$ cat src/rtl/pwr_state_pkg.sv
package pwr_state_pkg;

    typedef enum logic [1:0] {
        PS_ACTIVE = 2'b00,
        PS_IDLE   = 2'b01,
        PS_PDOWN  = 2'b10,
        PS_RESET  = 2'b11
    } pwr_state_e;

endpackage

$ cat src/rtl/pwr_entry_arb.sv
module pwr_entry_arb
    import pwr_state_pkg::*;
(
    input  logic       is_active_i,
    input  logic       wdt_i,
    input  logic       sw_rst_i,
    input  logic       pdn_i,
    input  logic       idle_i,
    output logic       hit_o,
    output pwr_state_e tgt_o
);

    // Watchdog wins from any state; instruction strobes only count when active.
    always_comb begin
        hit_o = 1'b0;
        tgt_o = PS_ACTIVE;
        if (wdt_i) begin
            hit_o = 1'b1;
            tgt_o = PS_RESET;
        end else if (is_active_i) begin
            if (sw_rst_i) begin
                hit_o = 1'b1;
                tgt_o = PS_RESET;
            end else if (pdn_i) begin
                hit_o = 1'b1;
                tgt_o = PS_PDOWN;
            end else if (idle_i) begin
                hit_o = 1'b1;
                tgt_o = PS_IDLE;
            end
        end
    end

endmodule

$ cat src/rtl/pwr_rst_timer.sv
module pwr_rst_timer #(
    parameter int RST_CYCLES = 4,
    parameter int CNT_W      = (RST_CYCLES > 2) ? $clog2(RST_CYCLES) : 1
) (
    input  logic             in_reset_i,
    input  logic             restart_i,
    input  logic [CNT_W-1:0] cnt_i,
    output logic [CNT_W-1:0] cnt_o,
    output logic             done_o
);

    localparam logic [CNT_W-1:0] LAST = CNT_W'(RST_CYCLES - 1);

    always_comb begin
        done_o = in_reset_i && !restart_i && (cnt_i == LAST);
        if (restart_i || !in_reset_i || done_o) begin
            cnt_o = '0;
        end else begin
            cnt_o = cnt_i + 1'b1;
        end
    end

endmodule

$ cat src/rtl/pwr_out_decode.sv
module pwr_out_decode
    import pwr_state_pkg::*;
(
    input  pwr_state_e st_i,
    output logic       core_en_o,
    output logic       periph_en_o,
    output logic       core_rst_o
);

    always_comb begin
        unique case (st_i)
            PS_ACTIVE: begin core_en_o = 1'b1; periph_en_o = 1'b1; core_rst_o = 1'b0; end
            PS_IDLE:   begin core_en_o = 1'b0; periph_en_o = 1'b1; core_rst_o = 1'b0; end
            PS_PDOWN:  begin core_en_o = 1'b0; periph_en_o = 1'b0; core_rst_o = 1'b0; end
            default:   begin core_en_o = 1'b1; periph_en_o = 1'b1; core_rst_o = 1'b1; end
        endcase
    end

endmodule

$ cat src/rtl/cpu_pwr_state_ctrl.sv
module cpu_pwr_state_ctrl
    import pwr_state_pkg::*;
#(
    parameter int RST_CYCLES = 4
) (
    input  logic       clk_i,
    input  logic       rst_ni,
    input  logic       wdt_rst_i,
    input  logic       sw_rst_req_i,
    input  logic       idle_req_i,
    input  logic       pdn_req_i,
    input  logic       irq_pend_i,
    output logic       core_clk_en_o,
    output logic       periph_clk_en_o,
    output logic       core_rst_o,
    output logic [1:0] state_o
);

    localparam int CNT_W = (RST_CYCLES > 2) ? $clog2(RST_CYCLES) : 1;

    typedef struct packed {
        pwr_state_e       st;
        logic [CNT_W-1:0] cnt;
    } ctrl_t;

    ctrl_t             ctrl_d, ctrl_q;
    logic              arb_hit;
    pwr_state_e        arb_tgt;
    logic              tmr_restart;
    logic              tmr_done;
    logic [CNT_W-1:0]  tmr_cnt;

    pwr_entry_arb u_arb (
        .is_active_i (ctrl_q.st == PS_ACTIVE),
        .wdt_i       (wdt_rst_i),
        .sw_rst_i    (sw_rst_req_i),
        .pdn_i       (pdn_req_i),
        .idle_i      (idle_req_i),
        .hit_o       (arb_hit),
        .tgt_o       (arb_tgt)
    );

    assign tmr_restart = arb_hit && (arb_tgt == PS_RESET);

    pwr_rst_timer #(
        .RST_CYCLES (RST_CYCLES),
        .CNT_W      (CNT_W)
    ) u_tmr (
        .in_reset_i (ctrl_q.st == PS_RESET),
        .restart_i  (tmr_restart),
        .cnt_i      (ctrl_q.cnt),
        .cnt_o      (tmr_cnt),
        .done_o     (tmr_done)
    );

    always_comb begin
        ctrl_d     = ctrl_q;
        ctrl_d.cnt = tmr_cnt;
        if (arb_hit) begin
            ctrl_d.st = arb_tgt;
        end else begin
            unique case (ctrl_q.st)
                PS_IDLE:  if (irq_pend_i) ctrl_d.st = PS_ACTIVE;
                PS_RESET: if (tmr_done)   ctrl_d.st = PS_ACTIVE;
                default:  ctrl_d.st = ctrl_q.st;
            endcase
        end
    end

    always_ff @(posedge clk_i or negedge rst_ni) begin
        if (!rst_ni) begin
            ctrl_q.st  <= PS_RESET;
            ctrl_q.cnt <= '0;
        end else begin
            ctrl_q <= ctrl_d;
        end
    end

    pwr_out_decode u_dec (
        .st_i        (ctrl_q.st),
        .core_en_o   (core_clk_en_o),
        .periph_en_o (periph_clk_en_o),
        .core_rst_o  (core_rst_o)
    );

    assign state_o = ctrl_q.st;

endmodule

$ cat config.mk
export PLATFORM = sky130hd
export DESIGN_NAME = cpu_pwr_state_ctrl
export DESIGN_NICKNAME = d
export VERILOG_FILES = /design/src/rtl/pwr_state_pkg.sv /design/src/rtl/pwr_entry_arb.sv /design/src/rtl/pwr_rst_timer.sv /design/src/rtl/pwr_out_decode.sv /design/src/rtl/cpu_pwr_state_ctrl.sv
export SDC_FILE = /design/constraint.sdc
export NUM_CORES = 1
export LEC_CHECK = 0
export BUFFER_PORTS_ARGS = -buffer_cell sky130_fd_sc_hd__buf_2
export CAP_MARGIN = 10
export CORE_AREA = 2 2 39 41
export CTS_CLUSTER_DIAMETER = 80
export DETAILED_ROUTE_END_ITERATION = 6
export DIE_AREA = 0 0 41 43
export MAX_ROUTING_LAYER = met4
export PLACE_DENSITY = 0.54
export SYNTH_ARGS = -nofsm -noshare
export SYNTH_HDL_FRONTEND = slang
export SYNTH_SLANG_ARGS = --single-unit
$ cat constraint.sdc
create_clock -name clk_i -period 2 [get_ports clk_i]
set_input_delay 0.4 -clock clk_i [delete_from_list [all_inputs] [get_ports clk_i]]
set_output_delay 0.4 -clock clk_i [all_outputs]
set_load 0.05 [all_outputs]
==> flow_summary_export.csv, run 1 <==
group,metric,value,unit
detailed_routing,route.detailed.drc,0,
floorplan,fp.dieH,43,microns
grt,grt_max_degree,6,
floorplan,row_count,14,
finish,multiInputGateArea,171,sq um
timing,final-setup-viol-count,0,
timing,relSlewSlack,81.5,%
clock_network,ctsHoldBuffers,1,
synth,synth_seq_cells,4,
clock_network,clockRootBuffer,"clkbuf_4",
critical_path,critPathSlowestCell,"dfstp_2",
worst_hold_path,holdPathEnd,"ctrl_q[0]$_DFF_PN0_",
worst_hold_path,holdPathStages,1,
synth,yosys.area_share.simple,8.03,%
clock_network,clkSlewWorstSetupHoldPaths,0.04,ns
clock_network,insertion_delay,0.24,ns
timing,rsz0062_at_grt,"no",
timing,min_period,1.82,ns
critical_path,slowest_delay,0.54,ns
place,port_buffers,11,
synth,yosys.cell_types.count,17,
critical_path,r2r_start,"state_o[1]$_DFFE_PN1P_",
finish,diodes,0,
worst_hold_path,min_from,"ctrl_q[0]$_DFF_PN0_",
synth,synth-xor-area-share,0,%
outcome,status,"finished, final reports clean",
timing,fin_crit_sh,91.0,%
power,power.total,0.371,mW
power,leakage,0.222,nW
synth,synthMuxAreaShare,3.21,%
timing,hold_viol,0,
synth,synth.avg_cell_area,10.4,sq um
grt,grt.total_usage,7.14,%
synth,synthCells,30,
critical_path,r2r_cells,5,
timing,fin_tns_setup,0,ns
grt,antenna_found_initial,0,
finish,regArea,103,sq um
finish,drive_above_1_share,43.2,%
detailed_routing,drt_iter0_markers,2,
detailed_routing,first_pass_iters,2,
grt,first_global_vias,220,
clock_network,cts_tree,"built",
place,dp_hpwl,432,microns
grt,grt_pass1_wl,779,microns
critical_path,critical_path.most_common_cell,"inv_1",
clock_network,postCtsSetupBuffers,0,
finish,nets,57,
clock_network,cts_made_buffers,3,
critical_path,reg2reg_to,"state_o[0]$_DFFE_PN1P_",
timing,hold_slack,0.426,ns
detailed_routing,wl_per_cell,8.30,microns
timing,worst_pin_slew,0.278,ns
critical_path,worstPathCellList,"inv_1, ha_1, inv_1, buf_2",
grt,grt_remaining_overflow,0,
detailed_routing,drtAntennaViolNets,0,
critical_path,arrival,1.42,ns
detailed_routing,vias_per_cell,3.98,
timing,maxSlewViolCount,0,
timing,fmax,550,MHz
synth,synthAdderAreaFrac,20.1,%
critical_path,cp_data_required_time,1.60,ns
floorplan,start_util,22.5,%
clock_network,cts.path.max_buffers,2,
detailed_routing,wirelength,498,microns
run,drv_cap,0,
critical_path,crit_type,"reg -> out",
worst_hold_path,holdCritPathClass,"reg -> reg",
place,gp_congestion,0.593,
power,ir_worst_vdd,318,uV
synth,netlist_area,312,sq um
critical_path,r2r_slack,0.33,ns
clock_network,cts.sinks,4,
critical_path,cp_max_fo,4,
synth,synth_nets,42,
clock_network,post_cts_resized,0,
timing,skew,0.00677,ns
finish,fillers,147,
synth,synth_top_family_by_area,"compound AO/OA/AOI/OAI gates",
critical_path,cp-start-kind,"flip-flop",
finish,fin_util,29.5,%
floorplan,ios,12,
finish,area_delta_synth_final,30.9,%
synth,yosysWarnings,0,
detailed_routing,num_vias,239,
critical_path,cp-end-kind,"output port",
floorplan,core_region_area,1380,sq um
floorplan,dieArea,1760,sq um
clock_network,htree_num_levels,1,
synth,yosysSeqAreaShare,32.9,%
synth,synth_compound_area_share,23.7,%
power,power_density,910,nW/um^2
floorplan,die_w,41,microns
## per-layer routing
layer / GRT usage [%] / up-vias / wire length [microns] / share of wire, %
met5: - / - / 0 / 0
met2: 9.06 / 9 / 210 / 42
met3: 1.57 / 2 / 48 / 9.6
met4: 8.00 / 0 / 19 / 3.8
met1: 8.17 / 102 / 220 / 44
li1: - / 126 / - / -
## area by class of cell
cell class / instances / area share, %
Multi-Input combinational cell: 18 / 42.0
Tap cell: 16 / 4.91
Inverter: 6 / 5.52
Timing Repair Buffer: 12 / 16.0
Clock buffer: 4 / 6.44
Sequential cell: 4 / 25.2
## Yosys cell counts, drive strengths merged
master  number  share of area (%)
o21a         1                2.4
dfrtp        2                 16
and2         1                2.0
a211o        1                2.8
inv          6                7.2
nor2b        2                4.0
a21oi        1                1.6
ha           5                 20
mux2i        1                3.2
a21o         1                2.4
buf          2                4.8
nand2b       1                2.0
dfstp        2                 17
o31a         1                2.8
a31o         1                2.8
a211oi       1                4.0
a311oi       1                4.8
## per-stage QoR
| stage | cell area (sq um) | cells | setup slack (ns) |
|---|---|---|---|
| finish | 408 | 60 | 0.181 |
| global route | 408 | 60 | 0.121 |
| CTS | 408 | 60 | 0.160 |
| detailed placement | 372 | 55 | 0.320 |
| global placement | 372 | 55 | 0.331 |
| floorplan | 312 | 30 | 0.0809 |
## cell usage in the layout (no fill, tap or decap), drive strengths merged
| cell | n |
|---|---|
| a211o | 1 |
| nand2b | 1 |
| clkbuf | 4 |
| ha | 5 |
| a211oi | 1 |
| buf | 11 |
| a21oi | 1 |
| a31o | 1 |
| and2 | 1 |
| dlygate4sd3 | 1 |
| nor2b | 2 |
| mux2i | 1 |
| o21a | 1 |
| inv | 6 |
| dfrtp | 2 |
| a311oi | 1 |
| a21o | 1 |
| o31a | 1 |
| dfstp | 2 |
## critical path, delay by kind of cell, from the launching register on
family / cells / cell delay, ns
adder cells (fa/ha/maj): 1 / 0.28
flip-flops: 1 / 0.54
buffers and inverters: 3 / 0.37
## report_power, final
| group | switching (mW) | internal, mW | total [mW] |
|---|---|---|---|
| Combinational | 0.113 | 0.0456 | 0.159 |
| Sequential | 0.00842 | 0.0960 | 0.104 |
| Clock | 0.0332 | 0.0749 | 0.108 |
| Total | 0.155 | 0.216 | 0.371 |
## logic make-up (layout without fill, tap and decap cells)
logic type      Yosys count  after routing
simple gates              4              4
fa+ha+maj                 5              5
compound gates            8              8
mux                       1              1
flops                     4              4
buf+inv                   8             22
## worst max path at each step
| stage | start | endpoint | slack (ns) | depth (start not counted) |
|---|---|---|---|---|
| final | state_o[0]$_DFFE_PN1P_ | core_clk_en_o | 0.18 | 4 |
| after global routing | state_o[0]$_DFFE_PN1P_ | core_clk_en_o | 0.12 | 4 |
| after CTS | state_o[0]$_DFFE_PN1P_ | core_clk_en_o | 0.16 | 4 |
| after detailed placement | state_o[1]$_DFFE_PN1P_ | state_o[0]$_DFFE_PN1P_ | 0.32 | 5 |
| after global placement | state_o[1]$_DFFE_PN1P_ | state_o[0]$_DFFE_PN1P_ | 0.33 | 5 |
| after floorplan | state_o[1]$_DFFE_PN1P_ | state_o[0]$_DFFE_PN1P_ | 0.08 | 5 |
## registers in the layout (all words and copies together), names as in the netlist
signal and flops:
ctrl_q 2, state_o 2
Power figures use the tool's default switching activity.
==> run 2: changes to the inputs <==
--- a/config.mk
+++ b/config.mk
@@ -12,7 +12,7 @@
 export DETAILED_ROUTE_END_ITERATION = 6
 export DIE_AREA = 0 0 41 43
 export MAX_ROUTING_LAYER = met4
-export PLACE_DENSITY = 0.54
+export PLACE_DENSITY = 0.53
 export SYNTH_ARGS = -nofsm -noshare
 export SYNTH_HDL_FRONTEND = slang
 export SYNTH_SLANG_ARGS = --single-unit
==> run 2 against run 1 <==
Compared with the run above:
- sequential power hardly changed
- clock-buffer cell count stayed put
- first-iteration DRC count is 50% higher
- global-route usage is 0.19 points higher
- clock skew is 0.00061 ns higher
==> flow_summary_export.csv, run 2 (synthesis results as in run 1) <==
group,metric,value,unit
grt,grt_remaining_overflow,0,
detailed_routing,num_vias,240,
place,dpl_cell_area,372,sq um
clock_network,clockRootBuffer,"clkbuf_4",
floorplan,ios,12,
grt,grt_max_degree,6,
finish,drive_above_1_share,43.2,%
worst_hold_path,holdCritPathClass,"reg -> reg",
clock_network,htree_num_levels,1,
timing,worst_pin_slew,0.274,ns
detailed_routing,wl_per_cell,8.62,microns
floorplan,row_count,14,
power,leakage,0.222,nW
floorplan,dieArea,1760,sq um
finish,area_delta_synth_final,30.9,%
timing,relSlewSlack,81.8,%
timing,fin_crit_sh,91.2,%
clock_network,insertion_delay,0.23,ns
critical_path,arrival,1.42,ns
detailed_routing,route.detailed.drc,0,
grt,antenna_found_initial,0,
finish,final_common_cell,"buf_2",
finish,fin_area,408,sq um
place,gp_congestion,0.554,
critical_path,cp-start-kind,"flip-flop",
critical_path,critPathBufInv,3,
detailed_routing,wirelength,517,microns
clock_network,ctsHoldBuffers,1,
clock_network,clkSlewWorstSetupHoldPaths,0.04,ns
timing,min_period,1.82,ns
timing,skew,0.00738,ns
critical_path,critPathSlowestCell,"dfstp_2",
critical_path,critical_path.most_common_cell,"inv_1",
floorplan,die_w,41,microns
worst_hold_path,min_from,"ctrl_q[0]$_DFF_PN0_",
clock_network,cts.path.max_buffers,2,
critical_path,crit_start,"state_o[0]$_DFFE_PN1P_",
critical_path,critical-path-top-delay-family,"flip-flops",
critical_path,cp_data_required_time,1.60,ns
timing,fmax,549,MHz
grt,grt_pass1_wl,834,microns
floorplan,fp.dieH,43,microns
run,drv_cap,0,
detailed_routing,drt_iter0_markers,3,
detailed_routing,drtAntennaViolNets,0,
finish,final_cell_mix,"buf_2, inv_1, ha_1, clkbuf_4",
clock_network,cts_made_buffers,3,
power,power_density,910,nW/um^2
critical_path,r2r_start,"state_o[1]$_DFFE_PN1P_",
critical_path,slowest_delay,0.54,ns
critical_path,worstPathCellList,"inv_1, ha_1, inv_1, buf_2",
timing,maxSlewViolCount,0,
clock_network,cts.sinks,4,
critical_path,crit_type,"reg -> out",
timing,rsz0062_at_grt,"no",
clock_network,postCtsSetupBuffers,0,
outcome,status,"finished, final reports clean",
clock_network,cts_tree,"built",
floorplan,core_region_area,1380,sq um
timing,final-setup-viol-count,0,
place,dp_hpwl,451,microns
detailed_routing,first_pass_iters,2,
finish,diodes,0,
clock_network,post_cts_resized,0,
timing,hold_viol,0,
timing,fin_tns_setup,0,ns
grt,grt.total_usage,7.33,%
place,port_buffers,11,
grt,first_global_vias,225,
critical_path,cp_max_fo,4,
critical_path,cp-end-kind,"output port",
finish,nets,57,
power,ir_worst_vdd,307,uV
detailed_routing,vias_per_cell,4.00,
floorplan,start_util,22.5,%
-- run 2: cell counts in the layout (fill, tap and decap cells not counted) --
No cell type changed its count.
-- run 2: report_power, final --
part	switching, mW	total (mW)	internal [mW]
registers	0.00860	0.105	0.0960
logic	0.114	0.160	0.0460
clock network	0.0323	0.107	0.0748
total	0.155	0.371	0.217
-- run 2: cell type report --
class | instances | area, sq um
Clock buffer | 4 | 26.3
Timing Repair Buffer | 12 | 65.1
Inverter | 6 | 22.5
Sequential cell | 4 | 103
Tap cell | 16 | 20.0
Multi-Input combinational cell | 18 | 171
Fill cell | 147 | 976
-- run 2: routing by layer --
| metal | vias up | wire length [microns] | global-route usage (%) |
|---|---|---|---|
| li1 | 126 | - | - |
| met4 | 0 | 0 | 6.00 |
| met5 | - | 0 | - |
| met2 | 8 | 243 | 9.06 |
| met3 | 0 | 40 | 1.57 |
| met1 | 106 | 233 | 9.74 |
-- run 2: metrics by stage --
| step | hold WS [ns] | worst slack (ns) | power (mW) | std cells | utilization, % |
|---|---|---|---|---|---|
| finish | 0.429 | 0.177 | 0.371 | 60 | 29.5 |
| global route | 0.441 | 0.112 | 0.407 | 60 | 29.5 |
| CTS | 0.431 | 0.160 | 0.382 | 60 | 29.5 |
| detailed placement | 0.208 | 0.303 | 0.267 | 55 | 26.9 |
| global placement | 0.205 | 0.329 | 0.265 | 55 | 26.9 |
| floorplan | 0.104 | 0.0809 | 0.238 | 30 | - |
-- run 2: worst reg2reg max path, cell delays in order (launching register included) --
cell      delay [ns]
dfstp_2         0.55
inv_1           0.06
ha_1            0.19
a31o_2          0.24
a311oi_2        0.30
mux2i_1         0.25
-- run 2: path summary, 6_finish.rpt --
path,to,slack [ns],cells after the start
setup / recovery,core_clk_en_o,0.18,4
hold / removal,ctrl_q[0]$_DFF_PN0_,0.43,1
setup reg to reg,state_o[0]$_DFFE_PN1P_,0.33,5
hold reg to reg,ctrl_q[0]$_DFF_PN0_,0.43,1
max in group asynchronous,state_o[0]$_DFFE_PN1P_,1.30,2
min in group asynchronous,ctrl_q[1]$_DFF_PN0_,0.49,2
==> run 3: changes to the inputs <==
--- a/config.mk
+++ b/config.mk
@@ -13,6 +13,7 @@
 export DIE_AREA = 0 0 41 43
 export MAX_ROUTING_LAYER = met4
 export PLACE_DENSITY = 0.53
+export SETUP_SLACK_MARGIN = 0.2
 export SYNTH_ARGS = -nofsm -noshare
 export SYNTH_HDL_FRONTEND = slang
 export SYNTH_SLANG_ARGS = --single-unit
==> run 3 against run 2 <==
Compared with the run above:
- clock skew about the same
- critical path type unchanged
- combinational power up 10%
- utilization up 1.2 points
- flip-flop and latch count unchanged
- via count up 5.0%
- critical path depth unchanged
- die area unchanged
- sequential power about the same
- clock-buffer cell count unchanged
- cell area up 4.0%
==> flow_summary_export.csv, run 3 (synthesis results as in run 1) <==
group,metric,value,unit
clock_network,cts_made_buffers,3,
place,placed_cells,55,
finish,multiInputGateArea,174,sq um
finish,instances_no_fill,61,
worst_hold_path,min_from,"ctrl_q[0]$_DFF_PN0_",
detailed_routing,drtAntennaViolNets,0,
timing,fin_ws,0.266,ns
grt,first_global_vias,225,
finish,diodes,0,
critical_path,crit_type,"reg -> out",
detailed_routing,vias_per_cell,4.13,
floorplan,core_region_area,1380,sq um
finish,drive_above_1_share,46.7,%
grt,antenna_found_initial,0,
timing,hold_slack,0.426,ns
place,gp_congestion,0.594,
floorplan,start_util,22.5,%
critical_path,cp-end-kind,"output port",
timing,fin_crit_sh,86.7,%
finish,fillers,154,
timing,fin_tns_setup,0,ns
timing,final-setup-viol-count,0,
floorplan,ios,12,
clock_network,insertion_delay,0.23,ns
grt,grt_pass1_wl,800,microns
clock_network,cts_tree,"built",
finish,final_cell_mix,"buf_2, inv_1, ha_1, clkbuf_4",
critical_path,r2r_cells,6,
finish,nets,58,
grt,grt.total_usage,7.34,%
grt,grt_max_degree,6,
timing,hold_viol,0,
run,drv_cap,0,
detailed_routing,num_vias,252,
clock_network,clkSlewWorstSetupHoldPaths,0.04,ns
place,post-place-ws,0.309,ns
timing,maxSlewViolCount,0,
finish,final_common_cell,"buf_2",
floorplan,fp.dieH,43,microns
detailed_routing,wl_per_cell,8.89,microns
worst_hold_path,holdPathEnd,"ctrl_q[0]$_DFF_PN0_",
timing,min_period,1.73,ns
floorplan,dieArea,1760,sq um
clock_network,htree_num_levels,1,
critical_path,cp-start-kind,"flip-flop",
worst_hold_path,holdPathStages,1,
clock_network,cts.sinks,4,
finish,regArea,103,sq um
power,ir_worst_vdd,305,uV
critical_path,cp_max_fo,5,
timing,skew,0.00735,ns
timing,relSlewSlack,81.6,%
place,port_buffers,11,
power,leakage,0.228,nW
critical_path,reg2reg_to,"state_o[0]$_DFFE_PN1P_",
critical_path,cp_data_required_time,1.60,ns
floorplan,die_w,41,microns
timing,fmax,577,MHz
detailed_routing,wirelength,542,microns
critical_path,r2r_start,"state_o[0]$_DFFE_PN1P_",
grt,grt_remaining_overflow,0,
power,power_density,913,nW/um^2
critical_path,arrival,1.33,ns
detailed_routing,route.detailed.drc,0,
clock_network,clockRootBuffer,"clkbuf_4",
detailed_routing,drt_iter0_markers,1,
timing,worst_pin_slew,0.277,ns
finish,area_delta_synth_final,36.1,%
critical_path,r2r_slack,0.31,ns
worst_hold_path,holdCritPathClass,"reg -> reg",
clock_network,cts.path.max_buffers,2,
timing,rsz0062_at_grt,"no",
finish,fin_util,30.7,%
floorplan,row_count,14,
outcome,status,"finished, final reports clean",
detailed_routing,first_pass_iters,2,
run 3: cell count changes in the layout (fill, tap and decap cells not counted):
cell   delta
ha_1      -1
buf_6     +1
ha_2      +1
buf_4     +1
buf_2     -1
run 3: timing repair:
item / 4_1_cts / 5_1_grt
buffers inserted: 0 / 1
gates resized for setup: 1 / 1
hold buffers: 1 / 0
endpoints found under the setup margin: 1 / 1
endpoints found under the hold margin: 2 / 0
run 3: report_power, final:
part           leakage [nW]  internal, mW  total, mW  switching [mW]
sequential           0.0483        0.0959      0.104         0.00797
combinational         0.164        0.0582      0.176           0.118
clock                0.0150        0.0748      0.108          0.0328
total                 0.228         0.229      0.387           0.158
run 3: cell type report:
type | count | share of cell area, %
clock buffer | 4 | 6.19
inverter | 6 | 5.31
multi-input combinational | 18 | 41.0
sequential | 4 | 24.2
tap | 16 | 4.72
timing repair buffer | 13 | 18.6
run 3: through the flow:
step / power [mW] / instance area (sq um)
final: 0.387 / 424
after global routing: 0.413 / 424
after CTS: 0.386 / 413
after detailed placement: 0.267 / 374
after global placement: 0.267 / 374
after floorplan: 0.240 / 314
run 3: how the worst max path moves through the flow:
| stage | startpoint | end | slack, ns | depth (start not counted) |
|---|---|---|---|---|
| final | state_o[1]$_DFFE_PN1P_ | core_clk_en_o | 0.27 | 4 |
| after global routing | state_o[1]$_DFFE_PN1P_ | core_clk_en_o | 0.20 | 4 |
| after CTS | state_o[0]$_DFFE_PN1P_ | core_clk_en_o | 0.21 | 4 |
| after detailed placement | state_o[1]$_DFFE_PN1P_ | state_o[0]$_DFFE_PN1P_ | 0.31 | 5 |
| after global placement | state_o[1]$_DFFE_PN1P_ | state_o[0]$_DFFE_PN1P_ | 0.33 | 5 |
| after floorplan | state_o[1]$_DFFE_PN1P_ | state_o[0]$_DFFE_PN1P_ | 0.24 | 5 |
run 3: critical path, cell delays in order, from the launching register on:
cell and delay (ns):
dfstp_2 0.56, inv_1 0.07, ha_1 0.26, inv_1 0.07
buf_6 0.15
run 3: routing by layer:
metal	global-route usage [%]	part of all wire [%]
met5	-	0
met4	8.00	0
met3	2.09	8.1
met2	10.0	49
met1	7.52	43
